<file path="src/rtl/stkseq_pkg.sv">
package stkseq_pkg;

   typedef enum logic [3:0] {
      OP_CALL      = 4'd0,
      OP_CALLT     = 4'd1,
      OP_RET       = 4'd2,
      OP_RETI      = 4'd3,
      OP_PUSH_PSW  = 4'd4,
      OP_POP_PSW   = 4'd5,
      OP_PUSH_PAIR = 4'd6,
      OP_POP_PAIR  = 4'd7,
      OP_SP_LD     = 4'd8,
      OP_SP_ST     = 4'd9
   } op_e;

   // memory access slots per command; slot k is driven in step k+1
   localparam int NSLOT = 4;
   localparam int SLOTW = $clog2(NSLOT);

   typedef enum logic [2:0] {
      A_SPM1, A_SPM2, A_SP0, A_SP1, A_SP2, A_TB0, A_TB1
   } asel_e;

   typedef enum logic [2:0] {
      D_RETH, D_RETL, D_PSW, D_PRH, D_PRL
   } dsel_e;

   typedef struct packed {
      logic  en;
      logic  wr;
      asel_e asel;
      dsel_e dsel;
   } acc_t;

   function automatic logic [3:0] op_cycles(op_e op);
      case (op)
         OP_CALL      : return 4'd6;
         OP_CALLT     : return 4'd8;
         OP_RET       : return 4'd6;
         OP_RETI      : return 4'd8;
         OP_PUSH_PSW  : return 4'd2;
         OP_POP_PSW   : return 4'd4;
         OP_PUSH_PAIR : return 4'd4;
         OP_POP_PAIR  : return 4'd6;
         OP_SP_LD     : return 4'd8;
         OP_SP_ST     : return 4'd6;
         default      : return 4'd2;
      endcase
   endfunction

   function automatic acc_t mk_acc(logic wr, asel_e a, dsel_e d);
      acc_t r;
      r.en   = 1'b1;
      r.wr   = wr;
      r.asel = a;
      r.dsel = d;
      return r;
   endfunction

   function automatic acc_t op_slot(op_e op, logic [SLOTW-1:0] slot);
      acc_t r;
      r = '{en: 1'b0, wr: 1'b0, asel: A_SP0, dsel: D_PSW};
      case (op)
         OP_CALL, OP_CALLT: begin
            if (slot == 0)      r = mk_acc(1'b1, A_SPM1, D_RETH);
            else if (slot == 1) r = mk_acc(1'b1, A_SPM2, D_RETL);
            else if (op == OP_CALLT && slot == 2) r = mk_acc(1'b0, A_TB0, D_PSW);
            else if (op == OP_CALLT && slot == 3) r = mk_acc(1'b0, A_TB1, D_PSW);
         end
         OP_RET, OP_RETI: begin
            if (slot == 0)      r = mk_acc(1'b0, A_SP0, D_PSW);
            else if (slot == 1) r = mk_acc(1'b0, A_SP1, D_PSW);
            else if (op == OP_RETI && slot == 2) r = mk_acc(1'b0, A_SP2, D_PSW);
         end
         OP_PUSH_PSW:
            if (slot == 0) r = mk_acc(1'b1, A_SPM1, D_PSW);
         OP_POP_PSW:
            if (slot == 0) r = mk_acc(1'b0, A_SP0, D_PSW);
         OP_PUSH_PAIR: begin
            if (slot == 0)      r = mk_acc(1'b1, A_SPM1, D_PRH);
            else if (slot == 1) r = mk_acc(1'b1, A_SPM2, D_PRL);
         end
         OP_POP_PAIR: begin
            if (slot == 0)      r = mk_acc(1'b0, A_SP0, D_PSW);
            else if (slot == 1) r = mk_acc(1'b0, A_SP1, D_PSW);
         end
         default: ;
      endcase
      return r;
   endfunction

endpackage

</file>
<file path="src/rtl/stkseq_ctrl.sv">
module stkseq_ctrl
   import stkseq_pkg::*;
#(
   parameter int STEPW = 4
) (
   input  logic             clk,
   input  logic             rst_n,
   input  logic             start,
   input  logic [3:0]       cmd,
   output logic [STEPW-1:0] step,
   output op_e              op_q,
   output logic             accept,
   output logic             done,
   output logic             commit
);

   localparam logic [STEPW-1:0] STEP_IDLE = '0;

   generate
      if ((2 ** STEPW) <= 8) begin : g_bad_stepw
         $error("stkseq_ctrl: STEPW too small for the longest command");
      end
   endgenerate

   logic [STEPW-1:0] n_cyc;
   logic             busy;

   assign n_cyc  = STEPW'(op_cycles(op_q));
   assign busy   = (step != STEP_IDLE);
   assign accept = start && !busy;
   assign done   = busy && (step == n_cyc);
   assign commit = busy && (step == n_cyc - STEPW'(1));

   always_ff @(posedge clk or negedge rst_n) begin
      if (!rst_n) begin
         step <= STEP_IDLE;
         op_q <= OP_CALL;
      end else if (accept) begin
         step <= STEPW'(1);
         op_q <= op_e'(cmd);
      end else if (done) begin
         step <= STEP_IDLE;
      end else if (busy) begin
         step <= step + STEPW'(1);
      end
   end

endmodule

</file>
<file path="src/rtl/stkseq_port.sv">
module stkseq_port
   import stkseq_pkg::*;
#(
   parameter int             AW       = 16,
   parameter int             DW       = 8,
   parameter int             IDXW     = 5,
   parameter int             STEPW    = 4,
   parameter logic [AW-1:0]  TBL_BASE = '0
) (
   input  logic                     clk,
   input  logic                     rst_n,
   input  logic [STEPW-1:0]         step,
   input  op_e                      op_q,
   input  logic [AW-1:0]            pc_q,
   input  logic [AW-1:0]            sp_q,
   input  logic [DW-1:0]            psw_q,
   input  logic [AW-1:0]            pair_q,
   input  logic [IDXW-1:0]          idx_q,
   input  logic [DW-1:0]            mem_rdata,
   output logic [AW-1:0]            mem_addr,
   output logic                     mem_we,
   output logic                     mem_re,
   output logic [DW-1:0]            mem_wdata,
   output logic [NSLOT-1:0][DW-1:0] rbyte
);

   logic [SLOTW-1:0] slot;
   logic             in_win;
   logic             act;
   acc_t             acc;
   logic [AW-1:0]    ret_pc;
   logic [AW-1:0]    tbl_lo;
   logic [AW-1:0]    addr_c;
   logic [DW-1:0]    wd_c;

   assign in_win = (step >= STEPW'(1)) && (step <= STEPW'(NSLOT));
   assign slot   = SLOTW'(step - STEPW'(1));
   assign acc    = op_slot(op_q, slot);
   assign act    = in_win && acc.en;

   assign ret_pc = (op_q == OP_CALLT) ? pc_q + AW'(1) : pc_q + AW'(3);
   assign tbl_lo = TBL_BASE + AW'(idx_q);

   always_comb begin
      case (acc.asel)
         A_SPM1 : addr_c = sp_q - AW'(1);
         A_SPM2 : addr_c = sp_q - AW'(2);
         A_SP0  : addr_c = sp_q;
         A_SP1  : addr_c = sp_q + AW'(1);
         A_SP2  : addr_c = sp_q + AW'(2);
         A_TB0  : addr_c = tbl_lo;
         A_TB1  : addr_c = tbl_lo + AW'(1);
         default: addr_c = sp_q;
      endcase
   end

   always_comb begin
      case (acc.dsel)
         D_RETH : wd_c = ret_pc[AW-1:DW];
         D_RETL : wd_c = ret_pc[DW-1:0];
         D_PSW  : wd_c = psw_q;
         D_PRH  : wd_c = pair_q[AW-1:DW];
         D_PRL  : wd_c = pair_q[DW-1:0];
         default: wd_c = psw_q;
      endcase
   end

   assign mem_we    = act && acc.wr;
   assign mem_re    = act && !acc.wr;
   assign mem_addr  = act ? addr_c : '0;
   assign mem_wdata = mem_we ? wd_c : '0;

   // read data of slot g arrives in step g+2; one capture register per slot
   generate
      for (genvar g = 0; g < NSLOT; g++) begin : g_cap
         acc_t acc_g;
         assign acc_g = op_slot(op_q, SLOTW'(g));
         always_ff @(posedge clk or negedge rst_n) begin
            if (!rst_n)
               rbyte[g] <= '0;
            else if (step == STEPW'(g + 2) && acc_g.en && !acc_g.wr)
               rbyte[g] <= mem_rdata;
         end
      end
   endgenerate

endmodule

</file>
<file path="src/rtl/stkseq_commit.sv">
module stkseq_commit
   import stkseq_pkg::*;
#(
   parameter int AW = 16,
   parameter int DW = 8
) (
   input  logic                     clk,
   input  logic                     rst_n,
   input  logic                     commit,
   input  op_e                      op_q,
   input  logic [AW-1:0]            pc_q,
   input  logic [AW-1:0]            sp_q,
   input  logic [DW-1:0]            psw_q,
   input  logic [AW-1:0]            pair_q,
   input  logic [AW-1:0]            tgt_q,
   input  logic [NSLOT-1:0][DW-1:0] rbyte,
   output logic [AW-1:0]            pc_out,
   output logic [AW-1:0]            sp_out,
   output logic [DW-1:0]            psw_out,
   output logic [AW-1:0]            pair_out
);

   logic [AW-1:0] n_pc, n_sp, n_pair;
   logic [DW-1:0] n_psw;

   always_comb begin
      n_pc   = pc_q;
      n_sp   = sp_q;
      n_psw  = psw_q;
      n_pair = pair_q;
      case (op_q)
         OP_CALL: begin
            n_pc = tgt_q;
            n_sp = sp_q - AW'(2);
         end
         OP_CALLT: begin
            n_pc = {rbyte[3], rbyte[2]};
            n_sp = sp_q - AW'(2);
         end
         OP_RET: begin
            n_pc = {rbyte[1], rbyte[0]};
            n_sp = sp_q + AW'(2);
         end
         OP_RETI: begin
            n_pc  = {rbyte[1], rbyte[0]};
            n_psw = rbyte[2];
            n_sp  = sp_q + AW'(3);
         end
         OP_PUSH_PSW:  n_sp = sp_q - AW'(1);
         OP_POP_PSW: begin
            n_psw = rbyte[0];
            n_sp  = sp_q + AW'(1);
         end
         OP_PUSH_PAIR: n_sp = sp_q - AW'(2);
         OP_POP_PAIR: begin
            n_pair = {rbyte[1], rbyte[0]};
            n_sp   = sp_q + AW'(2);
         end
         OP_SP_LD:     n_sp   = pair_q;
         OP_SP_ST:     n_pair = sp_q;
         default: ;
      endcase
   end

   always_ff @(posedge clk or negedge rst_n) begin
      if (!rst_n) begin
         pc_out   <= '0;
         sp_out   <= '0;
         psw_out  <= '0;
         pair_out <= '0;
      end else if (commit) begin
         pc_out   <= n_pc;
         sp_out   <= n_sp;
         psw_out  <= n_psw;
         pair_out <= n_pair;
      end
   end

endmodule

</file>
<file path="src/rtl/stk_call_seq.sv">
module stk_call_seq
   import stkseq_pkg::*;
#(
   parameter int            AW       = 16,
   parameter int            DW       = 8,
   parameter int            IDXW     = 5,
   parameter logic [AW-1:0] TBL_BASE = '0
) (
   input  logic            clk,
   input  logic            rst_n,
   input  logic            start,
   input  logic [3:0]      cmd,
   input  logic [AW-1:0]   call_target,
   input  logic [IDXW-1:0] tbl_idx,
   input  logic [AW-1:0]   pc_in,
   input  logic [AW-1:0]   sp_in,
   input  logic [DW-1:0]   psw_in,
   input  logic [AW-1:0]   pair_in,
   input  logic [DW-1:0]   mem_rdata,
   output logic [AW-1:0]   mem_addr,
   output logic            mem_we,
   output logic            mem_re,
   output logic [DW-1:0]   mem_wdata,
   output logic            done,
   output logic [AW-1:0]   pc_out,
   output logic [AW-1:0]   sp_out,
   output logic [DW-1:0]   psw_out,
   output logic [AW-1:0]   pair_out,
   output logic            nmi_clr
);

   localparam int STEPW = 4;

   generate
      if (AW != 2 * DW) begin : g_bad_aw
         $error("stk_call_seq: AW must be twice DW");
      end
      if (IDXW >= AW) begin : g_bad_idx
         $error("stk_call_seq: IDXW must be narrower than AW");
      end
   endgenerate

   logic [STEPW-1:0]         step;
   op_e                      op_q;
   logic                     accept;
   logic                     commit;
   logic [AW-1:0]            pc_q, sp_q, pair_q, tgt_q;
   logic [DW-1:0]            psw_q;
   logic [IDXW-1:0]          idx_q;
   logic [NSLOT-1:0][DW-1:0] rbyte;

   // operands are frozen at the accepting edge
   always_ff @(posedge clk or negedge rst_n) begin
      if (!rst_n) begin
         pc_q   <= '0;
         sp_q   <= '0;
         psw_q  <= '0;
         pair_q <= '0;
         tgt_q  <= '0;
         idx_q  <= '0;
      end else if (accept) begin
         pc_q   <= pc_in;
         sp_q   <= sp_in;
         psw_q  <= psw_in;
         pair_q <= pair_in;
         tgt_q  <= call_target;
         idx_q  <= tbl_idx;
      end
   end

   stkseq_ctrl #(.STEPW(STEPW)) u_ctrl (
      .clk    (clk),
      .rst_n  (rst_n),
      .start  (start),
      .cmd    (cmd),
      .step   (step),
      .op_q   (op_q),
      .accept (accept),
      .done   (done),
      .commit (commit)
   );

   stkseq_port #(
      .AW(AW), .DW(DW), .IDXW(IDXW), .STEPW(STEPW), .TBL_BASE(TBL_BASE)
   ) u_port (
      .clk       (clk),
      .rst_n     (rst_n),
      .step      (step),
      .op_q      (op_q),
      .pc_q      (pc_q),
      .sp_q      (sp_q),
      .psw_q     (psw_q),
      .pair_q    (pair_q),
      .idx_q     (idx_q),
      .mem_rdata (mem_rdata),
      .mem_addr  (mem_addr),
      .mem_we    (mem_we),
      .mem_re    (mem_re),
      .mem_wdata (mem_wdata),
      .rbyte     (rbyte)
   );

   stkseq_commit #(.AW(AW), .DW(DW)) u_commit (
      .clk      (clk),
      .rst_n    (rst_n),
      .commit   (commit),
      .op_q     (op_q),
      .pc_q     (pc_q),
      .sp_q     (sp_q),
      .psw_q    (psw_q),
      .pair_q   (pair_q),
      .tgt_q    (tgt_q),
      .rbyte    (rbyte),
      .pc_out   (pc_out),
      .sp_out   (sp_out),
      .psw_out  (psw_out),
      .pair_out (pair_out)
   );

   assign nmi_clr = done && (op_q == OP_RETI);

endmodule

</file>
<file path="config.mk">
export PLATFORM = sky130hd
export DESIGN_NAME = stk_call_seq
export DESIGN_NICKNAME = d
export VERILOG_FILES = /design/src/rtl/stkseq_pkg.sv /design/src/rtl/stkseq_ctrl.sv /design/src/rtl/stkseq_port.sv /design/src/rtl/stkseq_commit.sv /design/src/rtl/stk_call_seq.sv
export SDC_FILE = /design/constraint.sdc
export NUM_CORES = 1
export LEC_CHECK = 0
export BUFFER_PORTS_ARGS = -buffer_cell sky130_fd_sc_hd__clkbuf_2
export CORE_UTILIZATION = 58
export DETAILED_ROUTE_END_ITERATION = 16
export GPL_TIMING_DRIVEN = 0
export PLACE_DENSITY = 0.86
export SLEW_MARGIN = 20
export SYNTH_ARGS = -nofsm -noshare
export SYNTH_HDL_FRONTEND = slang
export SYNTH_SLANG_ARGS = --single-unit
</file>
<file path="constraint.sdc">
create_clock -name clk -period 2.9 [get_ports clk]
set_input_delay 0.145 -clock clk [delete_from_list [all_inputs] [get_ports clk]]
set_output_delay 0.145 -clock clk [all_outputs]
set_load 0.05 [all_outputs]
</file>
==> impl_metrics.py, run 1 <==
metrics = {
    "outcome": {
        "status": "aborted with a tool error",
        "stop_stage": "global routing",
        "error": "[ERROR GRT-0228] Horizontal edge usage exceeds the maximum allowed. (12, 6) usage=65535 limit=3200",
    },
    "logic_synthesis": {
        "yosysTopAreaCell": "dfrtp_1",
        "syn_avg_cell_area_um2": 8.711,
        "synth_area_leaders": "dfrtp_1, mux2_2, o21ai_0",
        "muxShareOfSynthArea_pct": 9.782,
        "synth_seq_cells": 173,
        "synth-compound-area-share_pct": 25.12,
        "yosys.area.top_type_share_pct": 36.95,
        "synthSimpleGateAreaFrac_pct": 17.13,
        "async_flop_share_pct": 100.0,
        "synthDistinctLibCells": 89,
        "synth_edf_count": 0,
        "synth-seq-area-share_pct": 36.95,
        "synth.net_count": 1459,
        "synth-adder-area-share_pct": 2.349,
        "syn_area_um2": 11720,
        "synth.most_common_cell": "dfrtp_1",
        "synth_top_family_by_area": "compound AO/OA/AOI/OAI gates",
        "syn_inst": 1345,
        "synth_xor_area_share_pct": 3.407,
        "ys.flop_type": "dfrtp_1",
        "ys_warn_count": 0,
        "ys_top_cells_by_count": "dfrtp_1, nand2_1, o21ai_0",
    },
    "placed_design": {
        "hpwl_mm": 37.95,
        "place_area_um2": 13160,
        "place.gp.congestion": 1.050,
        "numPortBuffers": 175,
    },
    "sta": {
        "crit_endpoint": "mem_wdata[2]",
        "worst_endpoint_kind": "primary output",
    },
    "floorplanning": {
        "initial_core_util_pct": 59.61,
        "row_count": 51,
        "fp.dieW_um": 144.1,
        "ios": 176,
        "die_y_um": 144.1,
    },
    "clocking": {
        "cts.sinks": 173,
        "root_buffer": "clkbuf_16",
        "numCtsBuffers": 17,
        "clockBufferDepth": 2,
        "htreeDepth": 4,
    },
    "global_routing": {
        "grt_max_degree": 93,
    },
}
-- timing repair --
| item | 4_1_cts |
|---|---|
| gates resized for setup | 292 |
| pin swaps | 61 |
| setup buffers | 51 |
| endpoints found under the hold margin | 179 |
| setup endpoints to repair | 139 |
| hold buffers | 88 |
| cloned | 6 |
-- metrics by stage --
stage          util, %  hold WS [ns]  worst slack [ns]  cells  TNS (ns)
2_1_floorplan        -       -0.1506           -0.2112   1345   -0.2122
3_3_place_gp     66.71        0.3559            -1.481   1785   -297.46
3_5_place_dp     66.96        0.2291           -0.9579   1787    -56.52
4_1_cts          83.23      0.008761           -0.4536   1962    -8.971
-- cell families after synthesis --
logic type               after synthesis
multiplexers                         102
AO/OA/AOI/OAI                        444
adder cells (fa/ha/maj)               22
AND/OR/NAND/NOR                      417
buffers and inverters                143
flip-flops                           173
XOR/XNOR                              44
==> run 2, diff against run 1 <==
--- a/config.mk
+++ b/config.mk
@@ -6,10 +6,10 @@
 export NUM_CORES = 1
 export LEC_CHECK = 0
 export BUFFER_PORTS_ARGS = -buffer_cell sky130_fd_sc_hd__clkbuf_2
-export CORE_UTILIZATION = 58
+export CORE_UTILIZATION = 40
 export DETAILED_ROUTE_END_ITERATION = 16
 export GPL_TIMING_DRIVEN = 0
-export PLACE_DENSITY = 0.86
+export PLACE_DENSITY_LB_ADDON = 0.15
 export SLEW_MARGIN = 20
 export SYNTH_ARGS = -nofsm -noshare
 export SYNTH_HDL_FRONTEND = slang
==> impl_metrics.py, run 2 <==
metrics = {
    "outcome": {
        "status": "finished, violations left",
        "violations": "negative setup slack",
    },
    "logic_synthesis": {
        "muxShareOfSynthArea_pct": 9.782,
        "async_flop_share_pct": 100.0,
        "synth_seq_cells": 173,
        "syn_area_um2": 11720,
        "synth.net_count": 1459,
        "synth_xor_area_share_pct": 3.407,
        "synth_top_family_by_area": "compound AO/OA/AOI/OAI gates",
        "synth-adder-area-share_pct": 2.349,
        "yosys.area.top_type_share_pct": 36.95,
        "yosysTopAreaCell": "dfrtp_1",
        "synth-compound-area-share_pct": 25.12,
        "synth_edf_count": 0,
        "synthSimpleGateAreaFrac_pct": 17.13,
        "synth-seq-area-share_pct": 36.95,
        "synthDistinctLibCells": 89,
        "ys_top_cells_by_count": "dfrtp_1, nand2_1, o21ai_0",
        "synth_area_leaders": "dfrtp_1, mux2_2, o21ai_0",
        "syn_inst": 1345,
        "ys_warn_count": 0,
        "ys.flop_type": "dfrtp_1",
        "syn_avg_cell_area_um2": 8.711,
        "synth.most_common_cell": "dfrtp_1",
    },
    "sta": {
        "fmax_mhz": 293.0,
        "drv_slew": 0,
        "rsz0062_at_grt": "yes",
        "fin_crit_ns": 3.413,
        "worst_slack_ns": -0.5132,
        "holdWs_ns": 0.02274,
        "hold_viol_final": 0,
        "tns_ns": -10.88,
        "relSlewSlack_pct": 30.31,
        "setup_violations": 26,
        "fin_skew_ns": 0.01572,
        "tightest_slew_ns": 1.042,
        "fin_crit_sh_pct": 117.7,
    },
    "drt": {
        "drtIter0Drc": 1666,
        "ant_nets": 0,
        "via_count": 13170,
        "viasPerCell": 6.246,
        "wirelength_mm": 55.38,
        "wire_per_inst_um": 26.26,
        "drc": 0,
        "dr.pass1.iters": 6,
    },
    "power": {
        "power.leakage_nw": 6.948,
        "ir_worst_vdd_mv": 0.7191,
        "power.total_mw": 24.96,
        "power.density_nw_per_um2": 1475,
    },
    "global_routing": {
        "grt_pass1_vias": 12760,
        "grt_pass1_wl_mm": 82.06,
        "grt_max_degree": 89,
        "grt.overflow.total": 0,
        "grt_usage_pct": 36.79,
        "antenna_found_initial": 1,
    },
    "clocking": {
        "cts.sinks": 173,
        "tritoncts": "yes",
        "clkTransAtPathRegs_ns": 0.08,
        "clockBufferDepth": 2,
        "root_buffer": "clkbuf_16",
        "insertion_delay_ns": 0.47,
        "htreeDepth": 4,
        "numCtsBuffers": 17,
    },
    "placed_design": {
        "place.gp.congestion": 0.9978,
        "hpwl_mm": 40.10,
        "pre_cts_slack_ns": -1.260,
        "numPortBuffers": 175,
    },
    "floorplanning": {
        "ios": 176,
        "die_area_um2": 29980,
        "row_count": 62,
        "die_y_um": 173.1,
        "core_um2": 28780,
        "initial_core_util_pct": 40.71,
        "fp.dieW_um": 173.1,
    },
    "setup_path": {
        "worst_ep_required_time_ns": 2.76,
        "crit_type": "flip-flop to output pin",
        "critPathMaxFanout": 6,
        "start_kind": "flip-flop",
        "setup.worst_path.end_class": "output pin",
        "cp.arrival_ns": 3.27,
    },
    "finish": {
        "finalNetCount": 1826,
        "diodes": 0,
        "layout_commonest_cell": "dfrtp_1",
        "syn_to_final_growth_pct": 44.45,
        "largest_reg_flops": 32,
        "final_util_pct": 58.80,
        "layout_common_cells": "dfrtp_1, clkbuf_2, nand2_1",
        "filler_cell_count": 2580,
        "drive_gt1_share_pct": 37.10,
        "regMostFlops": "u_port.rbyte",
    },
    "hold_path": {
        "hp-class": "input port to flip-flop",
    },
    "flow_run": {
        "cap_violations": 0,
    },
}
run 2: worst paths after layout:
path,to,depth (start not counted),slack [ns],start
min in group asynchronous,sp_q[14]$_DFFE_PN0P_,2,0.06,rst_n
worst min-delay path,u_port.rbyte[18]$_DFFE_PN0P_,2,0.02,mem_rdata[2]
max in group asynchronous,sp_q[1]$_DFFE_PN0P_,3,2.17,rst_n
worst min register to register,u_commit.pc_out[7]$_DFFE_PN0P_,2,0.48,u_commit.pc_out[7]$_DFFE_PN0P_
worst max register to register,u_commit.sp_out[13]$_DFFE_PN0P_,13,0.04,u_ctrl.op_q[0]$_DFFE_PN0P_
worst max-delay path,mem_addr[9],12,-0.51,u_ctrl.step[0]$_DFFE_PN0P_
run 2: per-layer routing:
layer | global-route usage, % | vias up | wire length (µm)
met1 | 49.91 | 6556 | 23320
met4 | 15.89 | 0 | 2130
met2 | 57.95 | 735 | 25330
met5 | 0 | - | 0
li1 | - | 5754 | -
met3 | 6.025 | 127 | 4598
run 2: layout make-up:
class | instances | area [µm²] | share of cell area, %
well taps | 384 | 480.5 | 2.839
plain buffers | 115 | 762.0 | 4.502
clock buffers | 18 | 439.2 | 2.595
clock inverters | 14 | 224.0 | 1.323
repair buffers | 353 | 2879 | 17.01
flip-flops and latches | 173 | 4337 | 25.62
inverters | 23 | 101.3 | 0.5988
multi-input cells | 1029 | 7701 | 45.51
run 2: kinds of logic after synthesis:
family,count (synthesis)
AOI/OAI and AO/OA,444
and+or+nand+nor,417
DFF,173
buffers and inverters,143
muxes,102
xor gates and xnor gates,44
adders and majority gates,22
run 2: per-stage QoR:
stage                     std cells  area (µm²)
final                          2109       16920
after detailed placement       1907       13340
after global routing           2109       16920
after floorplan                1345       11900
after CTS                      2095       16450
after global placement         1904       13260
run 2: worst max-delay path: stages (launching register included):
cell        delay [ns]
dfrtp_2           0.38
buf_8             0.10
clkinvlp_4        0.13
ha_4              0.22
or4b_1            0.50
o211ai_1          0.18
buf_4             0.19
a21oi_4           0.11
buf_6             0.18
o32ai_4           0.26
o31ai_4           0.09
a211oi_4          0.28
buf_8             0.18
run 2: power breakdown:
group | switching, mW | internal (mW) | leakage, nW
clock | 1.18 | 1.43 | 0.322
combinational | 10.9 | 6.55 | 4.49
sequential | 1.41 | 3.53 | 2.14
total | 13.4 | 11.5 | 6.95
run 2: timing repair:
action                                  4_1_cts  5_1_grt
gates cloned                                  5        1
hold endpoints to repair                    280        0
resized for setup                           263      127
hold buffers                                 90        0
setup buffers                                63       19
endpoints found under the setup margin      119      135
pin swaps                                    55       49
Power figures use the tool's default switching activity.
